<file path="src/rtl/flf_pkg.sv">
package flf_pkg;

  typedef struct packed {
    logic start;   // accepted byte carries the start flag
    logic beat;    // accepted byte belongs to a frame
    logic daByte;  // byte lies in the destination address
    logic tpidHi;  // byte is at the upper type/tag position
    logic tpidLo;  // byte is at the lower type/tag position
    logic finish;  // accepted byte closes the frame
  } flfStrobe_t;

  localparam int DA_BYTES  = 6;
  localparam int TPID_POS  = 12;
  localparam int POS_W     = 4;

endpackage

</file>
<file path="src/rtl/flf_ctrl.sv">
module flf_ctrl
  import flf_pkg::*;
(
  input  logic       clk,
  input  logic       rstN,
  input  logic       inValid,
  input  logic       inSof,
  input  logic       inEof,
  output flfStrobe_t stb
);

  localparam logic [POS_W-1:0] POS_MAX = {POS_W{1'b1}};
  localparam logic [POS_W-1:0] POS_DA  = POS_W'(DA_BYTES);
  localparam logic [POS_W-1:0] POS_HI  = POS_W'(TPID_POS);
  localparam logic [POS_W-1:0] POS_LO  = POS_W'(TPID_POS + 1);

  logic             inFrame;
  logic [POS_W-1:0] nextPos;
  logic [POS_W-1:0] pos;
  logic             beat;

  always_comb begin
    pos        = inSof ? '0 : nextPos;
    beat       = inValid && (inSof || inFrame);
    stb.start  = inValid && inSof;
    stb.beat   = beat;
    stb.daByte = beat && (pos < POS_DA);
    stb.tpidHi = beat && (pos == POS_HI);
    stb.tpidLo = beat && (pos == POS_LO);
    stb.finish = beat && inEof;
  end

  always_ff @(posedge clk) begin
    if (!rstN) begin
      inFrame <= 1'b0;
      nextPos <= '0;
    end else if (beat) begin
      inFrame <= !inEof;
      nextPos <= (pos == POS_MAX) ? POS_MAX : pos + 1'b1;
    end
  end

endmodule

</file>
<file path="src/rtl/flf_datapath.sv">
module flf_datapath
  import flf_pkg::*;
#(
  parameter int LEN_W     = 12,
  parameter int HUGE_MAX  = 1916,
  parameter int LEGAL_MAX = 1536,
  parameter int TAG_MAX   = 1522,
  parameter int UNTAG_MAX = 1518,
  parameter logic [15:0] TPID = 16'h8100
) (
  input  logic             clk,
  input  logic             rstN,
  input  flfStrobe_t       stb,
  input  logic [7:0]       inData,
  input  logic             cfgHugeEn,
  input  logic             cfgLegalOff,
  input  logic             cfgBcastOnly,
  output logic             resValid,
  output logic             resDrop,
  output logic             resStorm,
  output logic             resTagged,
  output logic [LEN_W-1:0] resLen
);

  localparam logic [LEN_W-1:0] LEN_SAT   = {LEN_W{1'b1}};
  localparam logic [LEN_W-1:0] LIM_HUGE  = LEN_W'(HUGE_MAX);
  localparam logic [LEN_W-1:0] LIM_LEGAL = LEN_W'(LEGAL_MAX);
  localparam logic [LEN_W-1:0] LIM_TAG   = LEN_W'(TAG_MAX);
  localparam logic [LEN_W-1:0] LIM_UNTAG = LEN_W'(UNTAG_MAX);
  localparam logic [LEN_W-1:0] LEN_DA    = LEN_W'(DA_BYTES);

  logic [LEN_W-1:0] lenCnt, lenNow;
  logic allOnesR, allOnesNow;
  logic grpR, grpNow;
  logic hiR, hiNow;
  logic tagR, tagNow;
  logic hugeR, legalR, bcOnlyR;
  logic hugeEff, legalEff, bcOnlyEff;
  logic isFF;
  logic [LEN_W-1:0] limit;
  logic dropNow, stormNow;

  always_comb begin
    hugeEff   = stb.start ? cfgHugeEn    : hugeR;
    legalEff  = stb.start ? cfgLegalOff  : legalR;
    bcOnlyEff = stb.start ? cfgBcastOnly : bcOnlyR;
    isFF      = (inData == 8'hFF);

    if (stb.start)             lenNow = LEN_W'(1);
    else if (lenCnt == LEN_SAT) lenNow = LEN_SAT;
    else                       lenNow = lenCnt + 1'b1;

    allOnesNow = stb.start ? isFF : (allOnesR && (!stb.daByte || isFF));
    grpNow     = stb.start ? inData[0] : grpR;
    hiNow      = stb.start ? 1'b0 : (stb.tpidHi ? (inData == TPID[15:8]) : hiR);
    tagNow     = stb.start ? 1'b0
               : (tagR || (stb.tpidLo && hiR && (inData == TPID[7:0])));

    if (hugeEff)       limit = LIM_HUGE;
    else if (legalEff) limit = LIM_LEGAL;
    else if (tagNow)   limit = LIM_TAG;
    else               limit = LIM_UNTAG;

    dropNow  = lenNow > limit;
    stormNow = (lenNow >= LEN_DA) && (allOnesNow || (!bcOnlyEff && grpNow));
  end

  always_ff @(posedge clk) begin
    if (!rstN) begin
      lenCnt   <= '0;
      allOnesR <= 1'b0;
      grpR     <= 1'b0;
      hiR      <= 1'b0;
      tagR     <= 1'b0;
      hugeR    <= 1'b0;
      legalR   <= 1'b0;
      bcOnlyR  <= 1'b0;
    end else if (stb.beat) begin
      lenCnt   <= lenNow;
      allOnesR <= allOnesNow;
      grpR     <= grpNow;
      hiR      <= hiNow;
      tagR     <= tagNow;
      if (stb.start) begin
        hugeR   <= cfgHugeEn;
        legalR  <= cfgLegalOff;
        bcOnlyR <= cfgBcastOnly;
      end
    end
  end

  always_ff @(posedge clk) begin
    if (!rstN) begin
      resValid  <= 1'b0;
      resDrop   <= 1'b0;
      resStorm  <= 1'b0;
      resTagged <= 1'b0;
      resLen    <= '0;
    end else begin
      resValid  <= stb.finish;
      resDrop   <= stb.finish && dropNow;
      resStorm  <= stb.finish && stormNow;
      resTagged <= stb.finish && tagNow;
      resLen    <= stb.finish ? lenNow : '0;
    end
  end

endmodule

</file>
<file path="src/rtl/frame_len_filter.sv">
module frame_len_filter
  import flf_pkg::*;
#(
  parameter int LEN_W     = 12,
  parameter int HUGE_MAX  = 1916,
  parameter int LEGAL_MAX = 1536,
  parameter int TAG_MAX   = 1522,
  parameter int UNTAG_MAX = 1518
) (
  input  logic             clk,
  input  logic             rstN,
  input  logic [7:0]       inData,
  input  logic             inValid,
  input  logic             inSof,
  input  logic             inEof,
  input  logic             cfgHugeEn,
  input  logic             cfgLegalOff,
  input  logic             cfgBcastOnly,
  output logic             resValid,
  output logic             resDrop,
  output logic             resStorm,
  output logic             resTagged,
  output logic [LEN_W-1:0] resLen
);

  flfStrobe_t stb;

  flf_ctrl u_ctrl (
    .clk     (clk),
    .rstN    (rstN),
    .inValid (inValid),
    .inSof   (inSof),
    .inEof   (inEof),
    .stb     (stb)
  );

  flf_datapath #(
    .LEN_W     (LEN_W),
    .HUGE_MAX  (HUGE_MAX),
    .LEGAL_MAX (LEGAL_MAX),
    .TAG_MAX   (TAG_MAX),
    .UNTAG_MAX (UNTAG_MAX)
  ) u_dp (
    .clk          (clk),
    .rstN         (rstN),
    .stb          (stb),
    .inData       (inData),
    .cfgHugeEn    (cfgHugeEn),
    .cfgLegalOff  (cfgLegalOff),
    .cfgBcastOnly (cfgBcastOnly),
    .resValid     (resValid),
    .resDrop      (resDrop),
    .resStorm     (resStorm),
    .resTagged    (resTagged),
    .resLen       (resLen)
  );

endmodule

</file>
<file path="config.mk">
export PLATFORM = sky130hd
export DESIGN_NAME = frame_len_filter
export DESIGN_NICKNAME = d
export VERILOG_FILES = /design/src/rtl/flf_pkg.sv /design/src/rtl/flf_ctrl.sv /design/src/rtl/flf_datapath.sv /design/src/rtl/frame_len_filter.sv
export SDC_FILE = /design/constraint.sdc
export NUM_CORES = 1
export LEC_CHECK = 0
export ABC_CLOCK_PERIOD_IN_PS = 6400
export CORE_MARGIN = 4
export CORE_UTILIZATION = 58
export CTS_CLUSTER_DIAMETER = 150
export CTS_CLUSTER_SIZE = 30
export DETAILED_ROUTE_END_ITERATION = 8
export PLACE_DENSITY_LB_ADDON = 0.25
export SYNTH_ARGS = -nofsm -noshare
export SYNTH_HDL_FRONTEND = slang
export SYNTH_SLANG_ARGS = --single-unit
</file>
<file path="constraint.sdc">
create_clock -name clk -period 6.4 [get_ports clk]
set_clock_uncertainty 0.15 [all_clocks]
set_input_delay 1.92 -clock clk [delete_from_list [all_inputs] [get_ports clk]]
set_output_delay 1.92 -clock clk [all_outputs]
set_load 0.03 [all_outputs]
</file>
After elaboration in Yosys (flattened, before gate mapping)

Index checks and enable logic that the tools add are counted.
Widths: inputs -> output; s select.

Input bits: 16
Flip-flop bits (word level): 40
Latch bits: 0
Memories kept: 0
Output and inout bits: 16
Bits in writable memories: 0
Word-level logic and storage cells: 66
ROM bits: 0

Bitwise gates (word level): 0
Mux-type cells: 15
Equality and inequality tests: 6
Add/subtract/negate cells: 2
Shift-type cells: 0
Multiply operators: 0
$lt $le $gt $ge: 3
Div/mod/pow operators: 0
Reduce and logical (&&, ||, !) cells: 25

Operators with widths:

| kind                  | number |
|---|---|
| $mux 12               | 4 |
| $eq 8x8->1 const B    | 2 |
| $logic_and 1x1->1     | 14 |
| $add 12x1->12 const B | 1 |
| $eq 12x12->1 const B  | 1 |
| $eq 4x4->1 const B    | 3 |
| $ge 12x3->1 const B   | 1 |
| $gt 12x12->1          | 1 |
| $logic_not 8->1       | 1 |
| $mux 1                | 8 |
| $mux 4                | 2 |
| $mux 5                | 1 |
| $add 4x1->4 const B   | 1 |
| $logic_or 1x1->1      | 4 |
| $lt 4x3->1 const B    | 1 |
| $reduce_and 2->1      | 2 |
| $logic_not 1->1       | 3 |
| $reduce_bool 2->1     | 1 |

Longest topological paths before layout

Gate-level depths: netlist of the first run.

Depth in word-level cells: 12
Mapped depth: 15
Gate-level depth less buffers: 14

By module

A second synthesis of the first run with hierarchy kept.

Cell total of the unflattened synthesis: 253
Area, all modules: 2204.6 µm²

Modules (own cells, without submodules):

| module       | sequential area each (µm²) | instances | area each (µm²) | cells each |
|---|---|---|---|---|
| flf_datapath | 700.7                      | 1         | 1903.1          | 214 |
| flf_ctrl     | 100.1                      | 1         | 301.5           | 39 |

Worst setup path before layout of the first run

Ideal clock, no wire load.

Path type: input to register
From: in inValid
To: reg u_dp.resDrop
Slack: 2.121 ns
Stages: 14
Setup time: 0.122 ns
Path buffers: 3
Data arrival time: 4.007 ns
Data required time: 6.128 ns
Cell sequence: clkbuf_1 > and2_1 > buf_6 > clkbuf_1 > nand3b_1 > nand2_1 > a21o_1 > ha_1 > nor2b_1 > o21a_1 > o211ai_1 > a21oi_1 > a211oi_1 > o21bai_1

Longest elaborated chain between the ends: 11
Elaborated cells on any way between the ends: 16
Classes of those cells: order compare: 1; mux: 7; reduce/logical: 8

Ends and longest elaborated chain:

| element                        | line                   | RTL |
|---|---|---|
| start: declaration             | frame_len_filter.sv:13 | `input logic inValid,` |
| $logic_and 1x1->1              | flf_ctrl.sv:24         | `beat = inValid && (inSof \|\| inFrame);` |
| $logic_and 1x1->1              | flf_ctrl.sv:29         | `stb.tpidLo = beat && (pos == POS_LO);` |
| $logic_and 1x1->1 (2 in a row) | flf_datapath.sv:57     | `: (tagR \|\| (stb.tpidLo && hiR && (inData == TPID[7:0])));` |
| $logic_or 1x1->1               | flf_datapath.sv:57     |  |
| $mux 1                         | flf_datapath.sv:56     | `tagNow = stb.start ? 1'b0` |
| $mux 5                         | flf_datapath.sv:61     | `else if (tagNow) limit = LIM_TAG;` |
| $mux 12                        | flf_datapath.sv:60     | `else if (legalEff) limit = LIM_LEGAL;` |
| $mux 12                        | flf_datapath.sv:59     | `if (hugeEff) limit = LIM_HUGE;` |
| $gt 12x12->1                   | flf_datapath.sv:64     | `dropNow = lenNow > limit;` |
| $logic_and 1x1->1 *            | flf_datapath.sv:101    | `resDrop <= stb.finish && dropNow;` |
| end signal: assignment         | flf_datapath.sv:101    |  |
| end: declaration               | flf_datapath.sv:19     | `output logic resDrop,` |

Mark *: on every way between the ends. The rest lies on a longest branch, timed or not.
A chain may end at the register's enable or synchronous reset.

Final worst setup path of the first run

From: in inSof
To: reg u_dp.resDrop

Longest elaborated chain between the ends: 12
Elaborated cells on any way between the ends: 19
Classes of those cells: order compare: 1; eq/ne: 1; mux: 8; reduce/logical: 9

Ends and longest elaborated chain:

| element                                         | line                           | RTL |
|---|---|---|
| start: declaration                              | frame_len_filter.sv:14         | `input logic inSof,` |
| $mux 4 or $logic_or 1x1->1 (tied branches)      | flf_ctrl.sv:23, flf_ctrl.sv:24 |  |
| $eq 4x4->1 or $logic_and 1x1->1 (tied branches) | flf_ctrl.sv:29, flf_ctrl.sv:24 |  |
| $logic_and 1x1->1                               | flf_ctrl.sv:29                 |  |
| $logic_and 1x1->1 (2 in a row)                  | flf_datapath.sv:57             |  |
| $logic_or 1x1->1                                | flf_datapath.sv:57             |  |
| $mux 1                                          | flf_datapath.sv:56             |  |
| $mux 5                                          | flf_datapath.sv:61             |  |
| $mux 12                                         | flf_datapath.sv:60             |  |
| $mux 12                                         | flf_datapath.sv:59             |  |
| $gt 12x12->1                                    | flf_datapath.sv:64             |  |
| $logic_and 1x1->1 *                             | flf_datapath.sv:101            |  |

Marks and branches as above.

==> impl_metrics.env, run 1 <==
export IMPL_pin_count=32
export IMPL_p_int_mw=0.390
export IMPL_comb_power_share=0.089
export IMPL_power_total_mw=0.509
export IMPL_timing_worst_setup_path_type="in -> reg"
export IMPL_overflow=0
export IMPL_wire_per_inst_microns=15.6
export IMPL_drt_antenna_violating_nets=0
export IMPL_clock_path_buffers=2
export IMPL_multiInputGateArea_sq_mm=0.00121
export IMPL_clkLatencyLatePin_ps=300
export IMPL_wirelength_microns=5020
export IMPL_fin_nets=305
export IMPL_fin_crit_sh=0.752
export IMPL_arrival_ps=4850
export IMPL_cp_max_fo=17
export IMPL_place_hpwl_microns=3830
export IMPL_area_delta_synth_final_pct=17.7
export IMPL_grt_usage=0.240
export IMPL_synth_avg_cell_area_sq_um=8.44
export IMPL_final_min_clock_period_ps=4820
export IMPL_vias=1941
export IMPL_critical_path_startpoint_type="input pin"
export IMPL_grt_busiest_layer="met2"
export IMPL_dieArea_sq_mm=0.00475
export IMPL_final_util=0.731
export IMPL_grt_pass1_vias=1732
export IMPL_synth_edf_count=0
export IMPL_cts_htree_levels=2
export IMPL_clock_sinks=40
export IMPL_finalHoldViolCount=0
export IMPL_seq_area_frac_synth=0.372
export IMPL_grt_pass1_wl_microns=8480
export IMPL_cts_hold_buf=0
export IMPL_synthTopCellsByArea="dfxtp_1, ha_1, nor2_1"
export IMPL_clk_pin_slew_ps=80
export IMPL_dpl_cell_area_sq_mm=0.00242
export IMPL_drtIter0Drc=189
export IMPL_cp_buffers_inverters=1
export IMPL_finalSetupViolCount=0
export IMPL_p_leak_nw=0.978
export IMPL_fill_cells=281
export IMPL_crit_chain="clkdlybuf4s50_1 -> and2_1 -> mux2i_1 -> a21o_1 -> ha_1 -> nor2b_1 -> o21a_1 -> o211ai_1 -> a21oi_1 -> a211oi_1 -> o21bai_1"
export IMPL_post_cts_buffers=0
export IMPL_netlist_instances=255
export IMPL_vias_per_cell=6.01
export IMPL_synth_flop_cell="dfxtp_1"
export IMPL_port_buffers=31
export IMPL_pwr_share_clk=0.409
export IMPL_yosysWarnings=0
export IMPL_switching_share=0.235
export IMPL_seq_area_sq_um=801
export IMPL_fp_dieH_microns=68.9
export IMPL_diodes=0
export IMPL_ir_drop_mv=0.152
export IMPL_synth_area_sq_mm=0.00215
export IMPL_rsz0062_at_grt="false"
export IMPL_grt_max_degree=21
export IMPL_relSlewSlack=0.559
export IMPL_outcome="finished, final reports clean"
export IMPL_fmax_mhz=208
export IMPL_drc=0
export IMPL_seq_power_share=0.502
export IMPL_tns_ps=0
export IMPL_endpoint_kind="flip-flop"
export IMPL_initial_utilization=0.621
export IMPL_cts_buffers=5
export IMPL_die_width_microns=68.9
export IMPL_synthArstFlopShare=0
export IMPL_ys_ff_latch=40
export IMPL_gp_congestion=0.985
export IMPL_cts_tree="built"
export IMPL_power_density_mw_per_mm2=201
export IMPL_first_pass_iters=4
export IMPL_antenna_found_initial=0
export IMPL_grtUsageMet1=0.325
export IMPL_tightest_slew_ps=662
export IMPL_hp_class="reg -> reg"
export IMPL_yosysUniqueCellTypes=49
export IMPL_use_met3=0.0681
export IMPL_cts_resized_gates=0
export IMPL_final_area_sq_mm=0.00253
export IMPL_p_switching_mw=0.120
export IMPL_crit_required_ps=6430
export IMPL_yosysTopAreaCell="dfxtp_1"
export IMPL_drv_cap=0
export IMPL_root_buffer="clkbuf_8"
export IMPL_synth_fp_nets=284
export IMPL_slew_violations=0
export IMPL_core_area_sq_mm=0.00347
export IMPL_synth_top_cell_area_share=0.372
export IMPL_drive_gt1_frac=0.0578
export IMPL_met2_usage=0.383
export IMPL_crit_slowest_cell="clkdlybuf4s50_1"
export IMPL_rows=21
export IMPL_cpLargestDelayFamily="compound AO/OA/AOI/OAI gates"
export IMPL_worst_path_largest_cell_delay_ps=700
[final timing paths]
kind | cells after the start | slack, ps | endpoint | startpoint
worst max-delay path | 11 | 1580 | u_dp.resDrop | inSof
worst min-delay path | 2 | 340 | u_dp.grpR | u_dp.grpR
worst max register to register | 11 | 3390 | u_dp.resDrop | u_dp.lenCnt[0]
worst min register to register | 2 | 340 | u_dp.grpR | u_dp.grpR
[cells in the mapped netlist (all sizes together), types with 9 or more instances]
cell and number:
dfxtp 40, nor2 27, nand2 21, ha 13, a21oi 12, and2 12, a22oi 10, o21ai 10
buf 9, clkbuf 9, nand3 9
[kinds of logic after synthesis]
| kind of cell | count (synthesis) | share of synthesized area |
|---|---|---|
| DFF | 40 | 0.372 |
| buffers and inverters | 26 | 0.0645 |
| AOI/OAI and AO/OA | 67 | 0.216 |
| xor gates and xnor gates | 3 | 0.0122 |
| and+or+nand+nor | 102 | 0.241 |
| muxes | 4 | 0.0192 |
| adders and majority gates | 13 | 0.0755 |
[metal layers]
| layer | routed length, microns | vias to the layer above |
|---|---|---|
| li1 | - | 964 |
| met1 | 2160 | 888 |
| met2 | 2360 | 79 |
| met3 | 437 | 10 |
| met4 | 62 | 0 |
| met5 | 0 | - |
[cell usage in the layout (no fill, tap or decap), types with 8 or more instances in the layout]
master,synthesis,layout
a21oi_1,12,12
a22oi_1,10,10
and2_1,11,11
clkdlybuf4s50_1,0,31
dfxtp_1,40,40
ha_1,13,13
inv_1,8,8
nand2_1,21,21
nand3_1,9,9
nor2_1,26,26
o21ai_0,10,10
[per-stage QoR]
| step | setup slack, ps | std cells | hold WS (ps) |
|---|---|---|---|
| finish | 1580 | 323 | 338 |
| global route | 1400 | 323 | 358 |
| CTS | 1630 | 323 | 339 |
| detailed placement | 1320 | 315 | 324 |
| global placement | 1410 | 315 | 311 |
| floorplan | 2120 | 255 | 281 |
[power groups by stage]
stage               Combinational [mW]  Sequential (mW)  Clock, mW
floorplan                       0.0262            0.262          0
detailed placement              0.0449            0.262          0
global placement                0.0436            0.262          0
finish                          0.0452            0.256      0.208
global route                    0.0504            0.256      0.222
CTS                             0.0450            0.256      0.210
[worst register-to-register path, delay by kind of cell, from the launching register on]
kind / cells / cell delay, ps
DFF: 1 / 420
AOI/OAI and AO/OA: 6 / 1240
adders and majority gates: 2 / 550
and+or+nand+nor: 3 / 540
[layout make-up]
type | instances | share of cell area
well taps | 46 | 0.0227
repair buffers | 32 | 0.125
multi-input cells | 189 | 0.479
clock buffers | 5 | 0.0271
inverters | 8 | 0.0118
clock inverters | 3 | 0.0183
flip-flops and latches | 40 | 0.316
[registers in the layout, indices dropped and copies added, names as in the netlist]
name,count
u_dp.legalR,1
u_dp.hugeR,1
u_dp.allOnesR,1
u_dp.resLen,12
u_ctrl.inFrame,1
u_dp.grpR,1
u_dp.lenCnt,12
u_dp.resValid,1
u_dp.resTagged,1
u_dp.resStorm,1
u_dp.resDrop,1
u_dp.bcOnlyR,1
u_dp.tagR,1
u_ctrl.nextPos,4
u_dp.hiR,1
(Power assumes the default switching activity.)
==> run 2: changes to the inputs <==
ABC_CLOCK_PERIOD_IN_PS = 4700   (was 6400)
CORE_UTILIZATION = 54   (was 58)
clock period = 4.7 ns   (was 6.4 ns; I/O delays follow)
==> run 2 against run 1 <==
First-iteration DRC count fell by 14%; sequential share of layout area is 0.63 points lower; cell count increased by 2.2%; non-clock buffer count rose by 5; clock power up 45%; critical path type unchanged.
==> impl_metrics.env, run 2 (synthesis results as in run 1) <==
export IMPL_diodes=0
export IMPL_rr_worst_depth=11
export IMPL_top_regs="u_dp.lenCnt (12), u_dp.resLen (12), u_ctrl.nextPos (4)"
export IMPL_arrival_ps=4130
export IMPL_multiInputGateArea_sq_mm=0.00121
export IMPL_root_buffer="clkbuf_8"
export IMPL_drv_cap=0
export IMPL_final_min_clock_period_ps=4100
export IMPL_relSlewSlack=0.534
export IMPL_cts_tree="built"
export IMPL_final_area_sq_mm=0.00259
export IMPL_initial_utilization=0.575
export IMPL_hold_path_depth=2
export IMPL_drive_gt1_frac=0.0745
export IMPL_vias=1940
export IMPL_drc=0
export IMPL_port_buffers=31
export IMPL_overflow=0
export IMPL_clkLatencyLatePin_ps=290
export IMPL_area_delta_synth_final_pct=20.1
export IMPL_hp_class="reg -> reg"
export IMPL_cp_max_fo=7
export IMPL_seq_area_sq_um=801
export IMPL_seq_power_share=0.487
export IMPL_grt_pass1_vias=1812
export IMPL_clock_sinks=40
export IMPL_power_density_mw_per_mm2=277
export IMPL_drt_antenna_violating_nets=0
export IMPL_switching_share=0.217
export IMPL_slew_violations=0
export IMPL_drtIter0Drc=162
export IMPL_wirelength_microns=5180
export IMPL_tns_ps=0
export IMPL_cts_hold_buf=0
export IMPL_timing_worst_setup_path_type="in -> reg"
export IMPL_gp_congestion=0.963
export IMPL_clock_path_buffers=2
export IMPL_clk_pin_slew_ps=70
export IMPL_grt_max_degree=21
export IMPL_tightest_slew_ps=698
export IMPL_p_leak_nw=1.01
export IMPL_dpl_cell_area_sq_mm=0.00246
export IMPL_p_int_mw=0.560
export IMPL_die_width_microns=71.1
export IMPL_cts_htree_levels=2
export IMPL_cts_buffers=5
export IMPL_final_cell_mix="dfxtp_1, clkdlybuf4s50_1, nor2_1, nand2_1, ha_1"
export IMPL_grt_pass1_wl_microns=8510
export IMPL_place_hpwl_microns=3870
export IMPL_pwr_share_clk=0.422
export IMPL_fill_cells=329
export IMPL_grt_usage=0.209
export IMPL_wire_per_inst_microns=15.7
export IMPL_place_ws_ps=344
export IMPL_comb_power_share=0.091
export IMPL_core_area_sq_mm=0.00374
export IMPL_rows=22
export IMPL_final_common_cell="dfxtp_1"
export IMPL_vias_per_cell=5.88
export IMPL_pin_count=32
export IMPL_endpoint_kind="flip-flop"
export IMPL_finalHoldViolCount=0
export IMPL_critical_path_startpoint_type="input pin"
export IMPL_dieArea_sq_mm=0.00506
export IMPL_antenna_found_initial=0
export IMPL_fin_nets=310
export IMPL_power_total_mw=0.715
export IMPL_setup_slack_ps=603
export IMPL_placed_cells=322
export IMPL_outcome="finished, final reports clean"
export IMPL_finalSetupViolCount=0
export IMPL_fin_cells=330
export IMPL_first_pass_iters=4
export IMPL_post_cts_buffers=0
export IMPL_fin_crit_sh=0.872
export IMPL_fp_dieH_microns=71.1
export IMPL_fmax_mhz=244
export IMPL_ir_drop_mv=0.180
export IMPL_crit_required_ps=4730
export IMPL_p_switching_mw=0.155
export IMPL_rsz0062_at_grt="false"
export IMPL_cts_resized_gates=0
-- run 2: cell types whose count changed in the layout (fill, tap and decap cells not counted), sizes merged --
cell	change
buf	+5
clkbuf	+2
clkinvlp	-1
inv	-1
-- run 2: area by class of cell --
class / instances / share of cell area
Timing Repair Buffer: 37 / 0.137
Sequential cell: 40 / 0.310
Inverter: 8 / 0.0116
Clock buffer: 7 / 0.0373
Clock inverter: 1 / 0.0116
Tap cell: 48 / 0.0232
Multi-Input combinational cell: 189 / 0.469
-- run 2: worst max-delay path, stage by stage --
cell             delay (ps)
clkdlybuf4s50_1         520
nor2b_1                 330
ha_1                    200
nand2_1                  60
nor3_1                  140
a31oi_1                 100
nor2_1                  130
a21o_1                  170
ha_1                    240
nor2b_1                 130
o21a_1                  170
o211ai_1                150
a21oi_1                  90
a211oi_1                180
o21bai_1                100
-- run 2: stage by stage --
stage / util / hold WS (ps)
2_1_floorplan: - / 281
3_3_place_gp: 0.657 / 292
4_1_cts: 0.691 / 311
6_report: 0.691 / 316
3_5_place_dp: 0.657 / 300
5_1_grt: 0.691 / 323
-- run 2: metal layers --
metal / part of all wire / vias to the layer above / GRT usage / wire [microns]
met5: 0 / - / 0 / 0
met4: 0.015 / 0 / 0.0647 / 79
met3: 0.065 / 8 / 0.0426 / 338
met2: 0.46 / 77 / 0.333 / 2380
met1: 0.46 / 880 / 0.284 / 2380
li1: - / 975 / - / -
-- run 2: power groups by stage --
stage | clock, mW | combinational [mW] | sequential (mW)
after floorplan | 0 | 0.0357 | 0.356
after global placement | 0 | 0.0631 | 0.356
after detailed placement | 0 | 0.0641 | 0.356
after CTS | 0.308 | 0.0643 | 0.348
after global routing | 0.322 | 0.0709 | 0.349
final | 0.302 | 0.0649 | 0.349
-- run 2: worst paths after layout --
kind	slack, ps	endpoint	from
max	600	u_dp.resDrop	inSof
min reg2reg	320	u_dp.grpR	u_dp.grpR
min	320	u_dp.grpR	u_dp.grpR
max reg2reg	1820	u_dp.resDrop	u_dp.lenCnt[0]
